File: config.mk
export PLATFORM = sky130hd
export DESIGN_NAME = rxmb_alloc
export DESIGN_NICKNAME = d
export VERILOG_FILES = /design/src/rtl/rxmb_pkg.sv /design/src/rtl/rxmb_filter.sv /design/src/rtl/rxmb_pick.sv /design/src/rtl/rxmb_store.sv /design/src/rtl/rxmb_alloc.sv
export SDC_FILE = /design/constraint.sdc
export NUM_CORES = 2
export LEC_CHECK = 0
export BUFFER_PORTS_ARGS = -buffer_cell sky130_fd_sc_hd__buf_2
export CORE_ASPECT_RATIO = 1.5
export CORE_MARGIN = 2
export CORE_UTILIZATION = 58
export DETAILED_ROUTE_END_ITERATION = 12
export PLACE_DENSITY_LB_ADDON = 0.05
export SLEW_MARGIN = 10
export SYNTH_ARGS = -nofsm -noshare
export SYNTH_HDL_FRONTEND = slang
export SYNTH_HIERARCHICAL = 1
export SYNTH_SLANG_ARGS = --single-unit
File: constraint.sdc
create_clock -name clk -period 7.3 [get_ports clk]
set_input_delay 0.365 -clock clk [delete_from_list [all_inputs] [get_ports clk]]
set_output_delay 0.365 -clock clk [all_outputs]
set_load 0.005 [all_outputs]
File: src/rtl/rxmb_pkg.sv
package rxmb_pkg;

  localparam int ID_W     = 29;
  localparam int IDE_BIT  = 31;
  localparam int AME_BIT  = 30;
  localparam int STD_LSB  = 18;
  localparam int MAX_LEN  = 8;

  typedef enum logic [2:0] {
    CFG_EN   = 3'd0,
    CFG_DIR  = 3'd1,
    CFG_OVP  = 3'd2,
    CFG_ID   = 3'd3,
    CFG_MASK = 3'd4
  } cfg_sel_e;

  // Build the identifier word of an incoming frame.
  function automatic logic [31:0] frame_word(input logic ide, input logic [ID_W-1:0] id);
    logic [31:0] w;
    w = '0;
    if (ide) begin
      w[IDE_BIT]    = 1'b1;
      w[ID_W-1:0]   = id;
    end else begin
      w[STD_LSB +: 11] = id[10:0];
    end
    return w;
  endfunction

  // Filter decision of one mailbox for one frame word.
  function automatic logic id_match(input logic [31:0] fw, input logic [31:0] cfg,
                                    input logic [31:0] mask);
    logic [31:0] care;
    care = 32'h9FFF_FFFF;
    if (!fw[IDE_BIT]) care[STD_LSB-1:0] = '0;
    if (cfg[AME_BIT]) care = care & ~mask;
    return ((fw ^ cfg) & care) == 32'h0;
  endfunction

  function automatic logic [3:0] clamp_len(input logic [3:0] dlc);
    return (dlc > 4'(MAX_LEN)) ? 4'(MAX_LEN) : dlc;
  endfunction

  // Zero the payload bytes at or above the stored length.
  function automatic logic [63:0] keep_bytes(input logic [63:0] d, input logic [3:0] len);
    logic [63:0] r;
    r = d;
    for (int b = 0; b < MAX_LEN; b++) begin
      if (4'(b) >= len) r[b*8 +: 8] = 8'h00;
    end
    return r;
  endfunction

endpackage

File: src/rtl/rxmb_filter.sv
module rxmb_filter
  import rxmb_pkg::*;
#(
  parameter int NMBOX = 8
) (
  input  logic [31:0]            fw,
  input  logic [NMBOX-1:0][31:0] cfg_id,
  input  logic [NMBOX-1:0][31:0] cfg_mask,
  input  logic [NMBOX-1:0]       en,
  input  logic [NMBOX-1:0]       dir,
  input  logic [NMBOX-1:0]       ovp,
  input  logic [NMBOX-1:0]       pend,
  output logic [NMBOX-1:0]       eligible
);

  for (genvar gi = 0; gi < NMBOX; gi++) begin : g_mb
    logic hit_id;
    logic blocked;
    assign hit_id       = id_match(fw, cfg_id[gi], cfg_mask[gi]);
    assign blocked      = ovp[gi] & pend[gi];
    assign eligible[gi] = en[gi] & dir[gi] & hit_id & ~blocked;
  end

endmodule

File: src/rtl/rxmb_pick.sv
module rxmb_pick #(
  parameter int NMBOX = 8
) (
  input  logic [NMBOX-1:0] eligible,
  output logic [NMBOX-1:0] grant,
  output logic             hit
);

  always_comb begin
    grant = '0;
    for (int i = 0; i < NMBOX; i++) begin
      if (eligible[i]) begin
        grant    = '0;
        grant[i] = 1'b1;
      end
    end
  end

  assign hit = |grant;


  always_comb begin
    one_grant_chk: assert ($onehot0(grant));
  end

endmodule

File: src/rtl/rxmb_store.sv
module rxmb_store
  import rxmb_pkg::*;
#(
  parameter int NMBOX = 8,
  localparam int IDX_W = (NMBOX > 1) ? $clog2(NMBOX) : 1
) (
  input  logic              clk,
  input  logic              rst_n,
  input  logic [NMBOX-1:0]  wr_vec,
  input  logic [31:0]       wr_word,
  input  logic              wr_rtr,
  input  logic [3:0]        wr_len,
  input  logic [63:0]       wr_data,
  input  logic              clr_we,
  input  logic [NMBOX-1:0]  clr_mask,
  input  logic [IDX_W-1:0]  rd_idx,
  output logic [31:0]       rd_word,
  output logic [3:0]        rd_len,
  output logic              rd_rtr,
  output logic [63:0]       rd_data,
  output logic [NMBOX-1:0]  pend,
  output logic [NMBOX-1:0]  lost,
  output logic              lost_evt
);

  logic [NMBOX-1:0][31:0] mb_word;
  logic [NMBOX-1:0][3:0]  mb_len;
  logic [NMBOX-1:0]       mb_rtr;
  logic [NMBOX-1:0][63:0] mb_data;
  logic [NMBOX-1:0]       clr_vec;
  logic [NMBOX-1:0]       ovw_vec;

  assign clr_vec  = clr_we ? clr_mask : '0;
  assign ovw_vec  = wr_vec & pend;
  assign lost_evt = |ovw_vec;

  for (genvar gi = 0; gi < NMBOX; gi++) begin : g_slot
    always_ff @(posedge clk or negedge rst_n) begin
      if (!rst_n) begin
        mb_word[gi] <= '0;
        mb_len[gi]  <= '0;
        mb_rtr[gi]  <= 1'b0;
        mb_data[gi] <= '0;
      end else if (wr_vec[gi]) begin
        mb_word[gi] <= wr_word;
        mb_len[gi]  <= wr_len;
        mb_rtr[gi]  <= wr_rtr;
        mb_data[gi] <= wr_data;
      end
    end
  end

  always_ff @(posedge clk or negedge rst_n) begin
    if (!rst_n) begin
      pend <= '0;
      lost <= '0;
    end else begin
      pend <= (pend & ~clr_vec) | wr_vec;
      lost <= (lost & ~clr_vec) | ovw_vec;
    end
  end

  assign rd_word = mb_word[rd_idx];
  assign rd_len  = mb_len[rd_idx];
  assign rd_rtr  = mb_rtr[rd_idx];
  assign rd_data = mb_data[rd_idx];


  pend_set_chk: assert property (@(posedge clk) disable iff (!rst_n)
    (|wr_vec) |=> ((pend & $past(wr_vec)) == $past(wr_vec)));


  lost_set_chk: assert property (@(posedge clk) disable iff (!rst_n)
    (|(wr_vec & pend)) |=> (|(lost & $past(wr_vec))));

endmodule

File: src/rtl/rxmb_alloc.sv
module rxmb_alloc
  import rxmb_pkg::*;
#(
  parameter int NMBOX = 8,
  localparam int IDX_W = (NMBOX > 1) ? $clog2(NMBOX) : 1
) (
  input  logic              clk,
  input  logic              rst_n,
  input  logic              cfg_we,
  input  logic [2:0]        cfg_sel,
  input  logic [IDX_W-1:0]  cfg_idx,
  input  logic [31:0]       cfg_data,
  input  logic              frm_valid,
  input  logic              frm_ide,
  input  logic              frm_rtr,
  input  logic [28:0]       frm_id,
  input  logic [3:0]        frm_dlc,
  input  logic [63:0]       frm_data,
  input  logic              clr_we,
  input  logic [NMBOX-1:0]  clr_mask,
  input  logic              lost_clr,
  input  logic [IDX_W-1:0]  rd_idx,
  output logic [31:0]       rd_word,
  output logic [3:0]        rd_dlc,
  output logic              rd_rtr,
  output logic [63:0]       rd_data,
  output logic [NMBOX-1:0]  rx_pend,
  output logic [NMBOX-1:0]  rx_lost,
  output logic [15:0]       irq_flags,
  output logic              irq
);

  logic [NMBOX-1:0]       en_q, dir_q, ovp_q;
  logic [NMBOX-1:0][31:0] id_q, mask_q;
  logic [NMBOX-1:0]       eligible, grant, wr_vec;
  logic                   hit, lost_evt, lost_q;
  logic [31:0]            fw;
  logic [3:0]             len;

  // Settings registers.
  always_ff @(posedge clk or negedge rst_n) begin
    if (!rst_n) begin
      en_q   <= '0;
      dir_q  <= '0;
      ovp_q  <= '0;
      id_q   <= '0;
      mask_q <= '0;
    end else if (cfg_we) begin
      case (cfg_sel)
        CFG_EN:   en_q  <= cfg_data[NMBOX-1:0];
        CFG_DIR:  dir_q <= cfg_data[NMBOX-1:0];
        CFG_OVP:  ovp_q <= cfg_data[NMBOX-1:0];
        CFG_ID:   id_q[cfg_idx]   <= cfg_data;
        CFG_MASK: mask_q[cfg_idx] <= cfg_data;
        default: ;
      endcase
    end
  end

  assign fw  = frame_word(frm_ide, frm_id);
  assign len = clamp_len(frm_dlc);

  rxmb_filter #(.NMBOX(NMBOX)) u_filter (
    .fw       (fw),
    .cfg_id   (id_q),
    .cfg_mask (mask_q),
    .en       (en_q),
    .dir      (dir_q),
    .ovp      (ovp_q),
    .pend     (rx_pend),
    .eligible (eligible)
  );

  rxmb_pick #(.NMBOX(NMBOX)) u_pick (
    .eligible (eligible),
    .grant    (grant),
    .hit      (hit)
  );

  assign wr_vec = frm_valid ? grant : '0;

  rxmb_store #(.NMBOX(NMBOX)) u_store (
    .clk      (clk),
    .rst_n    (rst_n),
    .wr_vec   (wr_vec),
    .wr_word  (fw),
    .wr_rtr   (frm_rtr),
    .wr_len   (len),
    .wr_data  (keep_bytes(frm_data, len)),
    .clr_we   (clr_we),
    .clr_mask (clr_mask),
    .rd_idx   (rd_idx),
    .rd_word  (rd_word),
    .rd_len   (rd_dlc),
    .rd_rtr   (rd_rtr),
    .rd_data  (rd_data),
    .pend     (rx_pend),
    .lost     (rx_lost),
    .lost_evt (lost_evt)
  );

  always_ff @(posedge clk or negedge rst_n) begin
    if (!rst_n)        lost_q <= 1'b0;
    else if (lost_evt) lost_q <= 1'b1;
    else if (lost_clr) lost_q <= 1'b0;
  end

  always_comb begin
    irq_flags     = '0;
    irq_flags[15] = |rx_pend;
    irq_flags[11] = lost_q;
  end
  assign irq = irq_flags[15] | irq_flags[11];


  top_pick_chk: assert property (@(posedge clk) disable iff (!rst_n)
    (frm_valid && hit) |-> ((eligible & ~(grant - 1'b1) & ~grant) == '0));


  ovp_guard_chk: assert property (@(posedge clk) disable iff (!rst_n)
    frm_valid |-> ((grant & ovp_q & rx_pend) == '0));


  lost_flag_chk: assert property (@(posedge clk) disable iff (!rst_n)
    $rose(lost_q) |-> $past(lost_evt));


  drop_chk: assert property (@(posedge clk) disable iff (!rst_n)
    (frm_valid && !hit && !clr_we) |=> ($stable(rx_pend) && $stable(rx_lost)));

endmodule

Word-level counts from Yosys, hierarchy flattened --
Cells that the tools add are included. W data, S select, Z words.
Storage, ports and cells: register bits 1345, output and inout port bits 134, word-level logic and storage cells 212, bits of input ports 154
Cells by class: $lt $le $gt $ge 12, equal/unequal tests 4, reduce and logical (&&, ||, !) cells 18, bitwise operators 79, mux-type cells 45
Operator list (count):
- $and A32 B32 Y32 | 16
- $bwmux W256 | 2
- $mux W32 | 10
- $logic_not A32 Y1 | 8
- $not A32 Y32 | 8
- $xor A32 B32 Y32 | 8
- $bmux W64 S3 | 1
- $bmux W32 S3 | 1
- $demux W32 S3 | 1
- $mux W8 | 11
- $mux W64 | 1
- $mux W18 | 2
- $and A1 B1 Y1 | 32
- $and A8 B8 Y8 | 3
- $ge A3 B4 Y1 const A | 4
- $or A8 B8 Y8 | 2
- $reduce_or A8 Y1 | 2
- $bmux W4 S3 | 1
- $mux W4 | 3
- $mux W11 | 1
- $reduce_and A2 Y1 | 5
- $ge A1 B4 Y1 const A | 2
- $ge A2 B4 Y1 const A | 2
- $lt A3 B4 Y1 const B | 2
- other kinds (18) | 30

Longest topological paths before layout --
word-level depth 20, gate-level depth with buffers 18, gate-level depth less buffers 13

Cells and area by module --
Netlist, hierarchy kept.
Modules (own cells, without submodules):
- rxmb_store | cells each 2117, sequential area each 20619.8 um^2, area each 36500.0 um^2, times used 1
- rxmb_alloc | cells each 1337, sequential area each 13437.9 um^2, area each 21102.7 um^2, times used 1
- rxmb_filter | cells each 707, sequential area each 0.0 um^2, area each 4374.2 um^2, times used 1
- rxmb_pick | cells each 12, sequential area each 0.0 um^2, area each 96.3 um^2, times used 1

Worst setup path before layout --
OpenSTA, ideal clock, no wires.
path type input to register, from input frm_ide, to register lost_q, arrival 4.797 ns, setup time 0.118 ns, required time 7.182 ns, setup slack 2.385 ns, path buffers 6, cell stages on the path 18, cells stage by stage clkbuf_1 > clkbuf_1 > and2_1 > clkbuf_1 > xnor2_1 > o22ai_1 > nor4_1 > o2111ai_1 > a2111oi_0 > nor4_4 > and3b_1 > and2_1 > clkbuf_1 > clkbuf_1 > buf_2 > a221oi_1 > nand3_1 > a21o_1
Between the ends: elaborated cells on any way between the ends 73, those cells by class mux (22); bitwise (41); reduce/logical (10)
RTL lines:
- from (decl) | line rxmb_alloc.sv:14 | input logic frm_ide,
- $mux W18 * | line rxmb_pkg.sv:21 | if (ide) begin
- named net fw[8] | line rxmb_alloc.sv:37 | logic [31:0] fw;
- $xor A32 B32 Y32 * | line rxmb_pkg.sv:37 | return ((fw ^ cfg) & care) == 32'h0;
- $and A32 B32 Y32 * | line rxmb_pkg.sv:37
- $logic_not A32 Y1 * | line rxmb_pkg.sv:37
- $and A1 B1 Y1 * (2 in a row) | line rxmb_filter.sv:21 | assign eligible[gi] = en[gi] & dir[gi] & hit_id & ~blocked;
- named net eligible[7] | line rxmb_alloc.sv:35 | logic [NMBOX-1:0] eligible, grant, wr_vec;
- $mux W8 * | line rxmb_pick.sv:12 | if (eligible[i]) begin
- named net grant[2] | line rxmb_alloc.sv:35
- $mux W8 * | line rxmb_alloc.sv:80 | assign wr_vec = frm_valid ? grant : '0;
- named net wr_vec[2] | line rxmb_alloc.sv:35
- $and A8 B8 Y8 * | line rxmb_store.sv:34 | assign ovw_vec = wr_vec & pend;
- $reduce_or A8 Y1 * | line rxmb_store.sv:35 | assign lost_evt = |ovw_vec;
- named net lost_evt | line rxmb_alloc.sv:36 | logic hit, lost_evt, lost_q;
- $mux W1 / $reduce_bool A2 Y1 (equally long branches)
- to (signal assigned) | line rxmb_alloc.sv:103 | if (!rst_n) lost_q <= 1'b0;
- to (signal assigned) | line rxmb_alloc.sv:104 | else if (lost_evt) lost_q <= 1'b1;
- to (signal assigned) | line rxmb_alloc.sv:105 | else if (lost_clr) lost_q <= 1'b0;
- to (decl) | line rxmb_alloc.sv:36
Mark *: on every way through the listed nets, which the timed path passes. The rest lies on a longest branch. A chain may end at the register's enable or synchronous reset.

Final worst setup path --
from input frm_ide, to register u_store/mb_data[133] (netlist bit)
Between the ends: elaborated cells on any way between the ends 53, those cells by class mux (17); bitwise (30); reduce/logical (6)
RTL lines:
- $mux W18 | line rxmb_pkg.sv:21
- named net fw[10] | line rxmb_alloc.sv:37
- $xor A32 B32 Y32 | line rxmb_pkg.sv:37
- $and A32 B32 Y32 | line rxmb_pkg.sv:37
- $logic_not A32 Y1 | line rxmb_pkg.sv:37
- $and A1 B1 Y1 (2 in a row) | line rxmb_filter.sv:21
- named net eligible[2] | line rxmb_alloc.sv:35
- $mux W3 | line rxmb_pick.sv:12
- $mux W4 | line rxmb_pick.sv:12
- $mux W5 | line rxmb_pick.sv:12
- $mux W6 | line rxmb_pick.sv:12
- $mux W7 | line rxmb_pick.sv:12
- $mux W8 | line rxmb_pick.sv:12
- named net grant[2] | line rxmb_alloc.sv:35
- $mux W8 | line rxmb_alloc.sv:80
- named net wr_vec[2] | line rxmb_alloc.sv:35
- to (signal, indexed assignment) | line rxmb_store.sv:48 | mb_data[gi] <= wr_data;
- to (decl) | line rxmb_store.sv:29 | logic [NMBOX-1:0][63:0] mb_data;
The timed path passes the listed nets, and every way through them passes these cells.

==> results.json <==
{
  "p_per_area_nw_per_um2": 240,
  "worstPathCellList": "buf_2 > and2_1 > xnor2_1 > a21oi_1 > nor4_1 > nand4_1 > a2111oi_2 > and3b_1 > and2_4 > buf_4 > mux2_2",
  "grt_overflow_total": 0,
  "min_period_ps": 5010,
  "max_clock_freq_mhz": 200,
  "core.rowCount": 145,
  "root_buffer": "clkbuf_16",
  "io_pins": 288,
  "setup_viol": 0,
  "drt-initial-drc-count": 2225,
  "clkPwrFrac_pct": 41.8,
  "pwr-share-seq_pct": 49.1,
  "p_sw_uw": 3980,
  "grt_pass1_vias": 37400,
  "worst_hold_slack_ps": 67.3,
  "drtAntennaViolNets": 0,
  "synth_cells": 4122,
  "grt.busiest_layer": "met2",
  "core_area_um2": 104000,
  "port_buffers": 272,
  "start_util_pct": 58.7,
  "yosysWarnings": 6,
  "final_cell_mix": "1,337 x dfrtp_1, 1,313 x mux2_2, 268 x buf_2, 202 x mux4_2, 170 x a21oi_1",
  "postCtsResizedCells": 0,
  "status": "finished, final reports clean",
  "nNetsFinal": 4496,
  "use_met3_pct": 3.90,
  "setup_ws_ps": 2290,
  "rrSetupSlack_ps": 2790,
  "combinationalPowerShare_pct": 9.0,
  "min_path_type": "primary input to register",
  "post_synth.cell_area_avg_um2": 14.8,
  "switching_share_pct": 24.2,
  "cp_slowest_cell": "and2_1",
  "gr-usage-met2_pct": 48.2,
  "area_growth_pct": 11.5,
  "dpl_worst_slack_ps": 1520,
  "insertion_delay_ps": 760,
  "wl_per_cell_um": 25.7,
  "drv_cap": 0,
  "gp_congestion": 0.793,
  "tns_ps": 0,
  "cpPeakStageDelay_ps": 930,
  "worstPathMaxFanout": 36,
  "worstSetupEndpointType": "register",
  "maxSlewHeadroom_pct": 20.5,
  "crit_type": "primary input to register",
  "die_area_um2": 108000,
  "crit_required_ps": 7930,
  "grt_pass1_wl_um": 231000,
  "clk_path_buf_depth": 3,
  "layout_commonest_cell": "dfrtp_1",
  "p_leak_uw": 0.0331,
  "worst-slew-pin-transition_ps": 1190,
  "finalPower_uw": 16400,
  "grt_max_degree": 170,
  "antenna_found_initial": 15,
  "vias": 35300,
  "die_h_um": 402,
  "drc": 0,
  "clk_pin_slew_ps": 60,
  "cts_tree": "built",
  "period_share_pct": 68.6,
  "grtUsageMet1_pct": 36.6,
  "netlist_area_um2": 61200,
  "internal-power_uw": 12400,
  "clock_skew_ps": 24.4,
  "wirelength_um": 150000,
  "ir_drop_mv": 0.225,
  "numCtsBuffers": 133,
  "grt_use_total_pct": 28.2,
  "rsz0062_at_grt": "no",
  "drive_above_1_share_pct": 48.2,
  "vias_per_cell": 6.04,
  "cp.arrival_ps": 5640,
  "clock_sinks": 1337,
  "die_x_um": 269,
  "drv_slew": 0,
  "hold_viol": 0,
  "dp_hpwl_um": 92600,
  "dr.pass1.iters": 5,
  "htreeDepth": 4,
  "worst_setup_path_start_kind": "primary input"
}
-- worst max-delay path: cells and delay by family --
kind / cells / cell delay [ps]
compound gates: 2 / 730
mux: 1 / 410
buf+inv: 2 / 1310
simple gates: 5 / 2510
xor+xnor: 1 / 190
-- area by class of cell --
type / instances / area (µm²)
Fill cell: 7738 / 36100
Sequential cell: 1337 / 33500
Timing Repair Buffer: 376 / 2400
Inverter: 1 / 3.75
Antenna cell: 7 / 17.5
Tap cell: 1396 / 1750
Clock buffer: 198 / 4000
Multi-Input combinational cell: 2493 / 26200
Clock inverter: 35 / 364
-- registers in the layout (all words and copies together) (netlist names), 8 cells and up --
name / count
u_store/mb_word: 256
u_store/mb_len: 32
en_q: 8
mask_q: 240
u_store/mb_data: 512
u_store/lost: 8
u_store/mb_rtr: 8
id_q: 248
ovp_q: 8
dir_q: 8
u_store/pend: 8
-- metrics by stage --
| stage | instances | util, % | instance area, µm² |
|---|---|---|---|
| floorplan | 4151 | - | 61300 |
| global placement | 5592 | 61.1 | 63700 |
| detailed placement | 5592 | 61.1 | 63700 |
| CTS | 5836 | 65.4 | 68200 |
| global route | 5841 | 65.4 | 68200 |
| finish | 5843 | 65.4 | 68200 |
-- final timing paths --
kind                                         from                               end  cells past startpoint
hold / removal                       cfg_data[30]              id_q[30]$_DFFE_PN0P_                      2
setup / recovery                          frm_ide  u_store/mb_data[133]$_DFFE_PN0P_                     11
max in group asynchronous                   rst_n           mask_q[220]$_DFFE_PN0P_                      4
hold reg to reg            mask_q[59]$_DFFE_PN0P_            mask_q[59]$_DFFE_PN0P_                      1
min in group asynchronous                   rst_n  u_store/mb_data[245]$_DFFE_PN0P_                      2
setup reg to reg             id_q[30]$_DFFE_PN0P_   u_store/mb_word[20]$_DFFE_PN0P_                      9
-- routing by layer --
| layer | vias to the layer above | part of all wire [%] |
|---|---|---|
| met5 | - | 0.033 |
| met4 | 8 | 3.9 |
| met3 | 261 | 3.7 |
| met2 | 745 | 51 |
| met1 | 18900 | 41 |
| li1 | 15400 | - |
-- power groups by stage --
stage               clock network (µW)  registers [µW]  logic [µW]
floorplan                            0            8110         988
global placement                     0            8170        1470
detailed placement                   0            8190        1490
CTS                               7020            8060        1500
global route                      7300            8110        1620
finish                            6860            8060        1480
-- what timing repair did --
item,CTS,global route
setup endpoints to repair,0,0
hold endpoints to repair,130,0
hold buffers,11,0
setup buffers,0,0
Note: power is estimated with default switching activity, not from simulation.
